===== config.mk =====
export PLATFORM = sky130hd
export DESIGN_NAME = tdm_audio_streamer
export DESIGN_NICKNAME = d
export VERILOG_FILES = /design/src/rtl/tdm_stream_pkg.sv /design/src/rtl/tdm_seq_ctrl.sv /design/src/rtl/tdm_tx_unpack.sv /design/src/rtl/tdm_rx_pack.sv /design/src/rtl/tdm_audio_streamer.sv
export SDC_FILE = /design/constraint.sdc
export NUM_CORES = 1
export LEC_CHECK = 0
export BUFFER_PORTS_ARGS = -buffer_cell sky130_fd_sc_hd__buf_2
export CAP_MARGIN = 10
export CORE_MARGIN = 1
export CORE_UTILIZATION = 30
export CTS_CLUSTER_DIAMETER = 50
export CTS_CLUSTER_SIZE = 12
export DETAILED_ROUTE_END_ITERATION = 7
export PLACE_DENSITY = 0.64
export SKIP_CTS_REPAIR_TIMING = 1
export SLEW_MARGIN = 20
export SYNTH_ARGS = -nofsm -noshare
export SYNTH_HDL_FRONTEND = slang
export SYNTH_HIERARCHICAL = 1
export SYNTH_SLANG_ARGS = --single-unit

===== constraint.sdc =====
create_clock -name clk_i -period 6.5 [get_ports clk_i]
set_clock_uncertainty 0.2 [all_clocks]
set_input_delay 1.625 -clock clk_i [delete_from_list [all_inputs] [get_ports clk_i]]
set_output_delay 1.625 -clock clk_i [all_outputs]
set_load 0.02 [all_outputs]

===== src/rtl/tdm_stream_pkg.sv =====
package tdm_stream_pkg;
  typedef enum logic [2:0] {
    ST_IDLE  = 3'd0,
    ST_PRIME = 3'd1,
    ST_PAD   = 3'd2,
    ST_DROP  = 3'd3,
    ST_RUN   = 3'd4
  } seq_state_e;
endpackage


===== src/rtl/tdm_seq_ctrl.sv =====
module tdm_seq_ctrl
  import tdm_stream_pkg::*;
(
  input  logic       clk_i,
  input  logic       rst_ni,
  input  logic       start_i,
  input  logic       tx_slot_i,
  input  logic       rx_valid_i,
  output seq_state_e state_o,
  output logic       pad_we_o,
  output logic       run_o
);
  seq_state_e state_q, state_d;

  always_comb begin
    state_d = state_q;
    unique case (state_q)
      ST_IDLE:  state_d = ST_IDLE;
      ST_PRIME: state_d = ST_PAD;
      ST_PAD:   if (tx_slot_i) state_d = ST_DROP;
      ST_DROP:  if (rx_valid_i) state_d = ST_RUN;
      ST_RUN:   state_d = ST_RUN;
      default:  state_d = ST_IDLE;
    endcase
    if (start_i) state_d = ST_PRIME;
  end

  always_ff @(posedge clk_i or negedge rst_ni) begin
    if (!rst_ni) state_q <= ST_IDLE;
    else         state_q <= state_d;
  end

  // prime word needs no slot request; pad word waits for one
  assign pad_we_o = !start_i && ((state_q == ST_PRIME) || (state_q == ST_PAD && tx_slot_i));
  assign run_o    = !start_i && (state_q == ST_RUN);
  assign state_o  = state_q;
endmodule


===== src/rtl/tdm_tx_unpack.sv =====
module tdm_tx_unpack #(
  parameter int unsigned SAMPLE_W = 16,
  parameter int unsigned PORT_W   = 32
) (
  input  logic                  clk_i,
  input  logic                  rst_ni,
  input  logic                  clr_i,
  input  logic                  run_i,
  input  logic                  realign_i,
  input  logic                  slot_i,
  input  logic                  pad_we_i,
  input  logic                  src_valid_i,
  input  logic [2*SAMPLE_W-1:0] src_data_i,
  output logic                  src_pop_o,
  output logic                  ser_we_o,
  output logic [PORT_W-1:0]     ser_data_o,
  output logic                  underrun_o
);
  localparam int unsigned LANES = 2;

  logic [SAMPLE_W-1:0] lane [LANES];
  for (genvar g = 0; g < LANES; g++) begin : g_lane
    assign lane[g] = src_data_i[g*SAMPLE_W +: SAMPLE_W];
  end

  logic                hi_q;
  logic [SAMPLE_W-1:0] hold_q;
  logic                we_q, urun_q;
  logic [PORT_W-1:0]   data_q;
  logic                phase_hi, even_ev, odd_ev;
  logic [SAMPLE_W-1:0] sample_d;

  assign phase_hi  = hi_q && !realign_i;
  assign even_ev   = run_i && slot_i && !phase_hi;
  assign odd_ev    = run_i && slot_i && phase_hi;
  assign src_pop_o = even_ev && src_valid_i;

  always_comb begin
    sample_d = '0;
    if (src_pop_o)   sample_d = lane[0];
    else if (odd_ev) sample_d = hold_q;
  end

  always_ff @(posedge clk_i or negedge rst_ni) begin
    if (!rst_ni) begin
      hi_q   <= 1'b0;
      hold_q <= '0;
      we_q   <= 1'b0;
      data_q <= '0;
      urun_q <= 1'b0;
    end else begin
      we_q   <= pad_we_i || (run_i && slot_i);
      data_q <= PORT_W'(sample_d);
      if (!run_i)         hi_q <= 1'b0;
      else if (src_pop_o) hi_q <= 1'b1;
      else if (odd_ev)    hi_q <= 1'b0;
      else if (realign_i) hi_q <= 1'b0;
      if (src_pop_o) hold_q <= lane[1];
      if (clr_i)                          urun_q <= 1'b0;
      else if (even_ev && !src_valid_i)   urun_q <= 1'b1;
    end
  end

  assign ser_we_o   = we_q;
  assign ser_data_o = data_q;
  assign underrun_o = urun_q;
endmodule


===== src/rtl/tdm_rx_pack.sv =====
module tdm_rx_pack #(
  parameter int unsigned SAMPLE_W = 16,
  parameter int unsigned PORT_W   = 32
) (
  input  logic                  clk_i,
  input  logic                  rst_ni,
  input  logic                  run_i,
  input  logic                  realign_i,
  input  logic                  rx_valid_i,
  input  logic [PORT_W-1:0]     rx_data_i,
  output logic                  word_valid_o,
  output logic [2*SAMPLE_W-1:0] word_o
);
  logic                  hi_q, valid_q, phase_hi, ev;
  logic [SAMPLE_W-1:0]   lo_q, trimmed;
  logic [2*SAMPLE_W-1:0] word_q;

  assign trimmed  = rx_data_i[SAMPLE_W-1:0];
  assign phase_hi = hi_q && !realign_i;
  assign ev       = run_i && rx_valid_i;

  always_ff @(posedge clk_i or negedge rst_ni) begin
    if (!rst_ni) begin
      hi_q    <= 1'b0;
      lo_q    <= '0;
      word_q  <= '0;
      valid_q <= 1'b0;
    end else begin
      valid_q <= 1'b0;
      if (!run_i) begin
        hi_q <= 1'b0;
      end else if (ev && !phase_hi) begin
        lo_q <= trimmed;
        hi_q <= 1'b1;
      end else if (ev) begin
        word_q  <= {trimmed, lo_q};
        valid_q <= 1'b1;
        hi_q    <= 1'b0;
      end else if (realign_i) begin
        hi_q <= 1'b0;
      end
    end
  end

  assign word_valid_o = valid_q;
  assign word_o       = word_q;
endmodule


===== src/rtl/tdm_audio_streamer.sv =====
module tdm_audio_streamer
  import tdm_stream_pkg::*;
#(
  parameter int unsigned SAMPLE_W = 16,
  parameter int unsigned PORT_W   = 32
) (
  input  logic                  clk_i,
  input  logic                  rst_ni,
  input  logic                  start_i,
  input  logic                  buf_start_i,
  input  logic                  src_valid_i,
  input  logic [2*SAMPLE_W-1:0] src_data_i,
  output logic                  src_pop_o,
  input  logic                  ser_tx_ready_i,
  output logic                  ser_tx_we_o,
  output logic [PORT_W-1:0]     ser_tx_data_o,
  input  logic                  ser_rx_valid_i,
  input  logic [PORT_W-1:0]     ser_rx_data_i,
  output logic                  rx_word_valid_o,
  output logic [2*SAMPLE_W-1:0] rx_word_o,
  output logic                  underrun_o
);
  seq_state_e seq_state;
  logic       pad_we, run;

  tdm_seq_ctrl u_seq (
    .clk_i      (clk_i),
    .rst_ni     (rst_ni),
    .start_i    (start_i),
    .tx_slot_i  (ser_tx_ready_i),
    .rx_valid_i (ser_rx_valid_i),
    .state_o    (seq_state),
    .pad_we_o   (pad_we),
    .run_o      (run)
  );

  tdm_tx_unpack #(.SAMPLE_W(SAMPLE_W), .PORT_W(PORT_W)) u_tx (
    .clk_i       (clk_i),
    .rst_ni      (rst_ni),
    .clr_i       (start_i),
    .run_i       (run),
    .realign_i   (buf_start_i),
    .slot_i      (ser_tx_ready_i),
    .pad_we_i    (pad_we),
    .src_valid_i (src_valid_i),
    .src_data_i  (src_data_i),
    .src_pop_o   (src_pop_o),
    .ser_we_o    (ser_tx_we_o),
    .ser_data_o  (ser_tx_data_o),
    .underrun_o  (underrun_o)
  );

  tdm_rx_pack #(.SAMPLE_W(SAMPLE_W), .PORT_W(PORT_W)) u_rx (
    .clk_i        (clk_i),
    .rst_ni       (rst_ni),
    .run_i        (run),
    .realign_i    (buf_start_i),
    .rx_valid_i   (ser_rx_valid_i),
    .rx_data_i    (ser_rx_data_i),
    .word_valid_o (rx_word_valid_o),
    .word_o       (rx_word_o)
  );
endmodule


* Yosys cells after proc, flatten, opt, wreduce, memory -nomap -nowiden *
Index checks and enable logic that the tools add are counted.
Widths: inputs -> output; s select.

storage, ports and cells
  bits in registers = 88
  logic and storage cells = 60
  input bits = 71
  output and inout bits = 68

cells by class
  equality and inequality tests = 8
  muxes and demuxes = 18
  reductions and logical operators = 23
  bitwise logic cells = 1

operators by type and width
  cell                number
  $mux 16             2
  $logic_and 1x1->1   12
  $mux 1              12
  $pmux 3 s4          1
  $mux 3              3
  $ne 4x4->1 const B  2
  $eq 3x2->1 const B  2
  $ne 3x3->1 const B  2
  $logic_not 1->1     5
  $reduce_and 2->1    2
  $eq 3x1->1 const B  1
  $eq 3x3->1 const B  1
  $reduce_and 3->1    1
  $logic_or 1x1->1    2
  $reduce_bool 2->1   1
  $not 1->1           1

* Depth between registers and ports, before layout *
  depth in word-level cells = 7
  depth in mapped cells = 6
  mapped depth without buffers = 5

* Modules after synthesis *
The synthesis kept the hierarchy.

modules (own cells, without submodules)
  module         instances  area an instance (µm²)  cells an instance  seq. area each (µm²)
  tdm_rx_pack    1          2013.2                  109                1251.2
  tdm_tx_unpack  1          1473.9                  99                 875.8
  tdm_seq_ctrl   1          168.9                   17                 75.1

* Worst setup path after synthesis *
No wires, ideal clock.

  path type = in2out
  start point = input start_i
  end point = output src_pop_o
  buffers on the path = 1
  data required time = 4675 ps
  slack = 2011 ps
  arrival = 2664 ps
  stages = 4
  cell sequence = nor2_1 -> nand2_2 -> nor3b_4 -> buf_4

between the ends
  word-level cells in the longest chain between the ends = 5

ends and longest elaborated chain
  what                            RTL line                  text
  start, declared                 tdm_audio_streamer.sv:9   input logic start_i,
  $logic_not 1->1                 tdm_seq_ctrl.sv:35        assign run_o = !start_i && (state_q == ST_RUN);
  $logic_and 1x1->1               tdm_seq_ctrl.sv:35
  $logic_and 1x1->1 (2 in a row)  tdm_tx_unpack.sv:34       assign even_ev = run_i && slot_i && !phase_hi;
  $logic_and 1x1->1               tdm_tx_unpack.sv:36       assign src_pop_o = even_ev && src_valid_i;
  end, declared                   tdm_audio_streamer.sv:13  output logic src_pop_o,

Every way passes these cells.

* Worst setup path after layout *
  start point = input start_i
  end point = output src_pop_o

between the ends
  word-level cells in the longest chain between the ends = 5

ends and longest elaborated chain
  what                            RTL line                  text
  $logic_not 1->1                 tdm_seq_ctrl.sv:35
  $logic_and 1x1->1               tdm_seq_ctrl.sv:35
  via run                         tdm_audio_streamer.sv:24  logic pad_we, run;
  $logic_and 1x1->1 (2 in a row)  tdm_tx_unpack.sv:34
  $logic_and 1x1->1               tdm_tx_unpack.sv:36

The timed path passes the listed nets, and every way through them passes these cells.

==> metrics.md <==
| Metric | Value |
|---|---|
| Worst vdd rail ir drop | `0.158 mV` |
| Syn. warnings | `6` |
| Root Buffer | `clkbuf_16` |
| Fin. max-slew vios | `0` |
| Final Cell Area | `4540 um^2` |
| Period utilisation layout | `71.4%` |
| Largest cells by area after synthesis | `dfrtp_1 (60%), mux2_4 (16%), mux2_2 (6.8%)` |
| First-pass GRT wire length | `11,300 um` |
| Yosys top cell by area | `dfrtp_1` |
| Critical path required time | `4680 ps` |
| # diodes | `0` |
| Fin nets | `405` |
| DRT Pass-1 Iters | `4` |
| WL/cell | `14.0 um` |
| Worst skew pair latency | `340 ps` |
| Vias in the first global route | `2,294` |
| Routability Congestion | `0.710` |
| Util after Layout | `39.0%` |
| Initial antenna violation count | `0` |
| CTS tree | `built` |
| FP Rows | `39` |
| Netlist area before placement | `3660 um^2` |
| Post-synth ARST share | `100%` |
| Status | `finished, final reports clean` |
| Multi-input gate area | `1290 um^2` |
| Post-synth EDFFs | `0` |
| Ports | `139` |
| Max-Slew Margin vs Limit | `46.4%` |
| Vias per Instance | `4.41` |
| Critical path cell sequence | `buf_2, nor2_1, nand2_2, nor3b_4, buf_2` |
| Post-route ant nets | `0` |
| Placed inst area | `4230 um^2` |
| Cells after synthesis | `225` |
| Area growth syn-to-layout | `24.3%` |
| GRT Total Usage | `11.6%` |
| PortBufs | `106` |
| Storage element area | `2200 um^2` |
| Minimum clock period | `4640 ps` |
| Leakage power | `0.00253 uW` |
| Die width | `112 um` |
| Pin count of the biggest net entering global routing | `89` |
| Fraction of layout cells with a size suffix above 1 | `56.6%` |
| DPL Wire Length | `4580 um` |
| Worst path slowest cell | `nor2_1` |
| Largest stage delay on the critical path | `420 ps` |
| Max Cap Viol | `0` |
| Num CTS Buffers | `9` |
| Flops & latches, synth | `88` |
| Syn avg cell area | `16.2 um^2` |
| H-tree levels | `3` |
| Fill cells | `1,120` |
| Ys flop type | `dfrtp_1` |
| Die Y | `112 um` |
| Fmax | `0.216 GHz` |
| Via count | `2,125` |
| GR Overflow Total | `0` |
| # setup viols final | `0` |
| Worst-Margin Slew | `805 ps` |
| Worst min path class | `flop to flop` |
| Crit path DAT | `2810 ps` |
| Core area | `11,700 um^2` |
| Register area share after synthesis | `60.2%` |
| Max Fanout on Critical Path | `6` |
| Final count of hold timing violations | `0` |
| CTS Buffer Depth | `2` |
| Die area | `12,600 um^2` |
| CP Class | `primary input to output port` |
| Pwr dens | `265 nW/um^2` |
| Setup TNS | `0 ps` |
| DRT iter0 DRCs | `71` |
| Drc violations | `0` |
| RSZ-0062 raised after global routing | `no` |
| Synth unique cells | `34` |
| Clk sinks | `88` |
| Worst setup EP type | `output port` |
| CP Launch Type | `primary input` |
| Routed WL | `6740 um` |
| Clock-pin slew on the worst setup and hold paths | `60 ps` |
| Initial Util | `31.3%` |
| Share of the synthesized area in the top cell type | `60.2%` |
| Most common cell on crit path | `buf_2` |
-- layout by cell type (no fill, tap or decap), types with 2 or more instances in the layout --
| cell | synthesis | routed |
|---|---|---|
| buf_2 | 1 | 105 |
| dfrtp_1 | 88 | 88 |
| mux2_4 | 39 | 39 |
| mux2_2 | 22 | 22 |
| a22o_1 | 16 | 16 |
| conb_1 | 1 | 16 |
| clkbuf_16 | 0 | 9 |
| nor2_1 | 5 | 4 |
| clkinv_2 | 0 | 3 |
| inv_1 | 3 | 3 |
| mux2_1 | 3 | 3 |
| bufinv_16 | 0 | 2 |
| nand2_1 | 2 | 2 |
| nand2b_1 | 2 | 2 |
| and3_1 | 2 | 2 |
-- worst max-delay path: cells and delay by family --
kind / cells / cell delay (ps)
and+or+nand+nor: 3 / 830
buffers and inverters: 2 / 350
-- cell usage after synthesis (2+ instances only) --
cell type / n
dfrtp_1: 88
mux2_4: 39
mux2_2: 22
buf_4: 17
a22o_1: 16
nor2_1: 5
buf_6: 4
inv_1: 3
mux2_1: 3
and3_1: 2
nand2_1: 2
nand2b_1: 2
-- state kept, by name, summed over array words and instances, names as in the netlist --
signal / count
u_rx/word_o: 32
u_tx/hold_q: 16
u_seq/state_o: 3
u_tx/ser_data_o: 16
u_rx/lo_q: 16
u_tx/ser_we_o: 1
u_rx/word_valid_o: 1
u_rx/hi_q: 1
u_tx/underrun_o: 1
u_tx/hi_q: 1
-- worst paths after layout --
kind	start	endpoint	slack, ps	cells past startpoint
setup / recovery	start_i	src_pop_o	1860	5
hold / removal	u_tx/hold_q[13]	u_tx/hold_q[13]	300	1
setup reg to reg	u_seq/state_o[0]	u_tx/hold_q[14]	3680	6
hold reg to reg	u_tx/hold_q[13]	u_tx/hold_q[13]	300	1
max in group asynchronous	rst_ni	u_seq/state_o[1]	4390	1
min in group asynchronous	rst_ni	u_rx/word_o[8]	1140	1
-- kinds of logic after synthesis --
| logic type | Yosys count | synth area share, % |
|---|---|---|
| AND/OR/NAND/NOR | 23 | 4.76 |
| multiplexers | 64 | 23.7 |
| XOR/XNOR | 1 | 0.240 |
| flip-flops | 88 | 60.2 |
| AO/OA/AOI/OAI | 21 | 5.00 |
| other | 1 | 0.103 |
| buffers and inverters | 27 | 5.95 |
-- power breakdown --
group / internal [uW] / switching (uW)
logic: 38.0 / 36.6
clock network: 335 / 204
registers: 575 / 15.0
total: 948 / 255
-- layer usage --
layer | routed length, um | global-route usage [%]
met3 | 552 | 5.29
met4 | 136 | 5.78
met5 | 0 | 0
met1 | 2890 | 13.3
met2 | 3160 | 18.4
-- through the flow --
step	setup slack, ps	hold WS (ps)	total power (uW)	std cells
6_report	1860	296	1200	482
5_1_grt	1800	316	1260	482
4_1_cts	1830	299	1230	482
3_5_place_dp	1840	281	676	466
3_3_place_gp	1870	269	672	466
2_1_floorplan	2010	257	644	240
-- final cells by class --
class / instances / area share [%]
multi-input cells: 125 / 28.5
clock inverters: 6 / 1.84
flip-flops and latches: 88 / 48.5
inverters: 3 / 0.248
well taps: 143 / 3.94
clock buffers: 10 / 5.04
repair buffers: 107 / 12.0
Power figures use the tool's default switching activity.
